$ cat config.mk
export PLATFORM = sky130hd
export DESIGN_NAME = ctl_byte_router
export DESIGN_NICKNAME = d
export VERILOG_FILES = /design/src/rtl/ctl_router_pkg.sv /design/src/rtl/ctl_frame_parser.sv /design/src/rtl/ram_ptr_gen.sv /design/src/rtl/route_out_stage.sv /design/src/rtl/ctl_byte_router.sv
export SDC_FILE = /design/constraint.sdc
export NUM_CORES = 1
export LEC_CHECK = 0
export BUFFER_PORTS_ARGS = -buffer_cell sky130_fd_sc_hd__buf_2
export CAP_MARGIN = 20
export CORE_MARGIN = 10
export CORE_UTILIZATION = 35
export CTS_CLUSTER_DIAMETER = 80
export CTS_CLUSTER_SIZE = 10
export DETAILED_ROUTE_END_ITERATION = 16
export HOLD_SLACK_MARGIN = 0.12
export MAX_ROUTING_LAYER = met4
export SETUP_SLACK_MARGIN = 0.02
export SYNTH_ARGS = -nofsm -noshare
export SYNTH_HDL_FRONTEND = slang
export SYNTH_SLANG_ARGS = --single-unit
$ cat constraint.sdc
create_clock -name clk -period 2.8 [get_ports clk]
set_input_delay 0 -clock clk [delete_from_list [all_inputs] [get_ports clk]]
set_output_delay 0 -clock clk [all_outputs]
set_load 0.005 [all_outputs]
$ cat src/rtl/ctl_router_pkg.sv
package ctl_router_pkg;

    localparam int BYTE_W = 8;

    typedef enum logic [1:0] {
        WAIT_CTRL = 2'd0,
        ONE_DATA  = 2'd1,
        ALL_DATA  = 2'd2
    } frame_st_e;

    typedef enum logic [1:0] {
        DEST_CMD  = 2'd0,
        DEST_RAM  = 2'd1,
        DEST_NONE = 2'd2
    } dest_e;

    typedef struct packed {
        logic       more;
        logic [1:0] sel;
        logic [4:0] spare;
    } ctrl_byte_t;

    typedef struct packed {
        logic              to_cmd;
        logic              to_ram;
        logic [BYTE_W-1:0] data;
    } route_t;

    function automatic dest_e sel_to_dest(input logic [1:0] sel);
        case (sel)
            2'b00:   return DEST_CMD;
            2'b01:   return DEST_RAM;
            default: return DEST_NONE;
        endcase
    endfunction

endpackage

$ cat src/rtl/ctl_frame_parser.sv
module ctl_frame_parser
    import ctl_router_pkg::*;
(
    input  logic              clk,
    input  logic              rst,
    input  logic              xfer_start,
    input  logic              xfer_end,
    input  logic              byte_valid,
    input  logic [BYTE_W-1:0] byte_data,
    output route_t            route
);

    frame_st_e  state_q, state_d;
    dest_e      dest_q, dest_d;
    ctrl_byte_t ctl;
    logic       take;
    logic       unused_spare;

    assign ctl          = ctrl_byte_t'(byte_data);
    assign unused_spare = ^ctl.spare;
    assign take         = byte_valid && !xfer_start && !xfer_end;

    always_comb begin
        state_d = state_q;
        dest_d  = dest_q;
        if (xfer_start || xfer_end) begin
            state_d = WAIT_CTRL;
        end else if (byte_valid) begin
            case (state_q)
                WAIT_CTRL: begin
                    dest_d  = sel_to_dest(ctl.sel);
                    state_d = ctl.more ? ONE_DATA : ALL_DATA;
                end
                ONE_DATA: state_d = WAIT_CTRL;
                default:  state_d = ALL_DATA;
            endcase
        end
    end

    always_comb begin
        route.data   = byte_data;
        route.to_cmd = take && (state_q != WAIT_CTRL) && (dest_q == DEST_CMD);
        route.to_ram = take && (state_q != WAIT_CTRL) && (dest_q == DEST_RAM);
    end

    always_ff @(posedge clk) begin
        if (rst) begin
            state_q <= WAIT_CTRL;
            dest_q  <= DEST_NONE;
        end else begin
            state_q <= state_d;
            dest_q  <= dest_d;
        end
    end

endmodule

$ cat src/rtl/ram_ptr_gen.sv
module ram_ptr_gen #(
    parameter int RAM_DEPTH = 44,
    parameter int ADDR_W    = 6
) (
    input  logic              clk,
    input  logic              rst,
    input  logic              adv,
    output logic [ADDR_W-1:0] ptr
);

    localparam bit IS_POW2 = (RAM_DEPTH & (RAM_DEPTH - 1)) == 0;
    localparam logic [ADDR_W-1:0] LAST = ADDR_W'(RAM_DEPTH - 1);

    logic [ADDR_W-1:0] nxt;

    generate
        if (IS_POW2) begin : g_natural_wrap
            assign nxt = ptr + 1'b1;
        end else begin : g_compare_wrap
            assign nxt = (ptr == LAST) ? '0 : ptr + 1'b1;
        end
    endgenerate

    always_ff @(posedge clk) begin
        if (rst)      ptr <= '0;
        else if (adv) ptr <= nxt;
    end

endmodule

$ cat src/rtl/route_out_stage.sv
module route_out_stage
    import ctl_router_pkg::*;
#(
    parameter int ADDR_W = 6
) (
    input  logic              clk,
    input  logic              rst,
    input  route_t            route,
    input  logic [ADDR_W-1:0] ptr,
    output logic              cmd_valid,
    output logic [BYTE_W-1:0] cmd_data,
    output logic              ram_we,
    output logic [ADDR_W-1:0] ram_addr,
    output logic [BYTE_W-1:0] ram_data
);

    always_ff @(posedge clk) begin
        if (rst) begin
            cmd_valid <= 1'b0;
            cmd_data  <= '0;
            ram_we    <= 1'b0;
            ram_addr  <= '0;
            ram_data  <= '0;
        end else begin
            cmd_valid <= route.to_cmd;
            ram_we    <= route.to_ram;
            if (route.to_cmd) cmd_data <= route.data;
            if (route.to_ram) begin
                ram_data <= route.data;
                ram_addr <= ptr;
            end
        end
    end

endmodule

$ cat src/rtl/ctl_byte_router.sv
module ctl_byte_router
    import ctl_router_pkg::*;
#(
    parameter int RAM_DEPTH = 44,
    parameter int ADDR_W    = (RAM_DEPTH > 1) ? $clog2(RAM_DEPTH) : 1
) (
    input  logic              clk,
    input  logic              rst,
    input  logic              xfer_start,
    input  logic              xfer_end,
    input  logic              byte_valid,
    input  logic [7:0]        byte_data,
    output logic              cmd_valid,
    output logic [7:0]        cmd_data,
    output logic              ram_we,
    output logic [ADDR_W-1:0] ram_addr,
    output logic [7:0]        ram_data
);

    route_t            route;
    logic [ADDR_W-1:0] ptr;

    ctl_frame_parser u_parser (
        .clk        (clk),
        .rst        (rst),
        .xfer_start (xfer_start),
        .xfer_end   (xfer_end),
        .byte_valid (byte_valid),
        .byte_data  (byte_data),
        .route      (route)
    );

    ram_ptr_gen #(
        .RAM_DEPTH (RAM_DEPTH),
        .ADDR_W    (ADDR_W)
    ) u_ptr (
        .clk (clk),
        .rst (rst),
        .adv (route.to_ram),
        .ptr (ptr)
    );

    route_out_stage #(
        .ADDR_W (ADDR_W)
    ) u_out (
        .clk       (clk),
        .rst       (rst),
        .route     (route),
        .ptr       (ptr),
        .cmd_valid (cmd_valid),
        .cmd_data  (cmd_data),
        .ram_we    (ram_we),
        .ram_addr  (ram_addr),
        .ram_data  (ram_data)
    );

endmodule

==> flow_summary_export.csv <==
group,metric,value,unit
floorplan,io_pins,37,
critical_path,slowest_stage,"or4_1",
sta,maxSlewViolCount,0,
drt,wl_per_cell,12.5,µm
global_route,grt_overflow,0,
outcome,status,"completed",
cells_and_area,multi_input_area,558,µm²
place,io_buffers,36,
clocking,clkSlewWorstSetupHoldPaths,70,ps
pwr,p_total,0.891,mW
sta,rsz0062_at_grt,"false",
floorplan,die-height,80.4,µm
synth,syn_inst,147,
cells_and_area,fin_area,1700,µm²
clocking,cts_inserted_buffers,5,
clocking,cts_resized,0,
sta,fin_crit_sh,76.3,%
synth,synth.distinct_cells,24,
cells_and_area,final_nets,209,
floorplan,dieArea,6470,µm²
synth,synthMuxAreaShare,7.83,%
cells_and_area,syn_to_final_growth,33.3,%
clocking,clock_tree.root_cell,"clkbuf_8",
floorplan,rows,21,
synth,synth_top_family_by_area,"simple AND/OR/NAND/NOR gates",
sta,finalSetupViolCount,0,
pwr,leakagePower,0.680,nW
cells_and_area,final_common_cell,"buf_2",
cells_and_area,n_antenna_cell,0,
synth,avgSynthCellArea,8.70,µm²
clocking,clk_latency,280,ps
synth,synth_fa_ha_area_share,0.978,%
floorplan,die_w,80.4,µm
sta,period_needed,2140,ps
synth,syn-num-nets,161,
sta,hold_violations,0,
synth,synth_edf_count,0,
clocking,cts_setup_buffers,0,
synth,synth_area,1280,µm²
synth,ys_seq_elements,34,
critical_path,worstPathCellList,"dlygate4sd3_1, buf_2, or4b_1, or2_1, or4_1, a21oi_1",
min_path,worst_hold_path_type,"input pin to register",
drt,drtIter0Drc,58,
critical_path,slowest_delay,560,ps
place,dpl-instance-area,1500,µm²
synth,yosys_warnings,0,
critical_path,crit_type,"input pin to register",
clocking,cts_tree,"done",
pwr,power.density,523,nW/µm²
critical_path,cp-start-kind,"input pin",
cells_and_area,layoutNonFillerInstCount,242,
cells_and_area,final_cell_mix,"buf_2 (36), dfxtp_1 (34), nand2_1 (32)",
run,max_cap_violations,0,
synth,ys.flop_type,"dfxtp_1",
clocking,clockBufferDepth,2,
global_route,grt_pass1_vias,1144,
drt,antenna_left,0,
synth,yosys.area_share.simple,23.3,%
clocking,cts.sinks,34,
place,dp.cells,223,
critical_path,path_max_fanout,18,
synth,synth-xor-area-share,2.74,%
drt,drc,0,
sta,worst_pin_slew,675,ps
critical_path,worst-r2r-setup-slack,660,ps
place,hpwl,2220,µm
cells_and_area,drive_gt1_share,25.0,%
clocking,htree_num_levels,2,
global_route,grt_usage,10.3,%
floorplan,core_area,3440,µm²
critical_path,crit_buf_inv,2,
critical_path,required,3010,ps
sta,whs,174,ps
cells_and_area,fill_cells,355,
sta,relSlewSlack,54.8,%
drt,drt_wl_total,3020,µm
critical_path,cp_top_family,"simple AND/OR/NAND/NOR gates",
place,gp_congestion,0.808,
floorplan,initial_core_util,37.2,%
global_route,grt_first_pass_wirelength,5190,µm
synth,ys_async_sr_fraction,0,%
global_route,grt_max_degree,32,
global_route,antenna_found_initial,0,
cells_and_area,seq_area,681,µm²
sta,clock.fmax,468,MHz
critical_path,cp.arrival,2350,ps
drt,vias,1122,
drt,viasPerCell,4.64,
synth,seq_area_frac_synth,53.2,%
synth,synth_compound_area_share,8.32,%
pwr,peakVddDrop,0.000304,V
drt,drtPass1Iterations,4,
sta,fin_skew,5.37,ps
sta,setup-tns-final,0,ps
critical_path,end_kind,"register",
[what timing repair did]
action / CTS / global route
setup endpoints to repair: 0 / 0
hold buffers: 11 / 0
endpoints found under the hold margin: 19 / 0
[sequential cells by signal, summed over array words and instances (netlist names)]
signal            cells
u_out.cmd_data        8
u_out.ram_data        8
u_out.ram_addr        6
u_ptr.ptr             6
u_parser.dest_q       2
u_parser.state_q      2
u_out.cmd_valid       1
u_out.ram_we          1
[synth_stat cells, types with 2 or more instances]
cell type	instances	area [µm²]
dfxtp_1	34	681
nand2_1	32	120
a21oi_1	17	85.1
nor2_1	17	63.8
mux2i_1	10	100
nor3_1	7	35.0
clkbuf_1	6	22.5
xnor2_1	4	35.0
inv_1	2	7.51
nand2b_1	2	12.5
nand3_1	2	10.0
nor2b_1	2	12.5
[kinds of logic after synthesis]
family | after synthesis
compound gates | 20
xor+xnor | 4
fa+ha+maj | 1
buf+inv | 10
flops | 34
mux | 10
simple gates | 68
[worst paths after layout]
| kind | from | cells after the start | to |
|---|---|---|---|
| setup / recovery | xfer_start | 6 | u_ptr.ptr[5] |
| hold / removal | byte_valid | 5 | u_parser.state_q[1] |
| setup reg to reg | u_parser.dest_q[1] | 4 | u_ptr.ptr[5] |
| hold reg to reg | u_out.ram_addr[1] | 2 | u_out.ram_addr[1] |
[cell type report]
cell class                 count  area share, %
tap                           46           3.38
multi-input combinational    103           32.7
clock inverter                 2          0.734
sequential                    34           39.9
inverter                       2          0.441
clock buffer                   6           4.85
timing repair buffer          49           17.9
[worst reg2reg max path: stages, from the launching register on]
cell and delay [ps]:
dfxtp_1 330, or4b_1 600, or2_1 440, or4_1 560
a21oi_1 150
[metal layers]
layer / vias up / routed length (µm) / global-route usage [%]
li1: 583 / - / -
met1: 511 / 1270 / 10.9
met2: 24 / 1520 / 16.9
met3: 4 / 186 / 4.01
met4: 0 / 40 / 3.87
met5: - / 0 / -
[per-stage QoR]
step | worst slack (ps) | util [%]
3_3_place_gp | 684 | 43.5
6_report | 662 | 49.5
2_1_floorplan | 844 | -
3_5_place_dp | 654 | 43.5
4_1_cts | 643 | 49.5
5_1_grt | 499 | 49.5
[report_power, final]
part | internal, mW | leakage, nW | switching [mW] | total [mW]
Clock | 0.197 | 0.0472 | 0.168 | 0.365
Sequential | 0.485 | 0.274 | 0.00109 | 0.486
Combinational | 0.0207 | 0.358 | 0.0194 | 0.0401
Note: power is estimated with default switching activity, not from simulation.
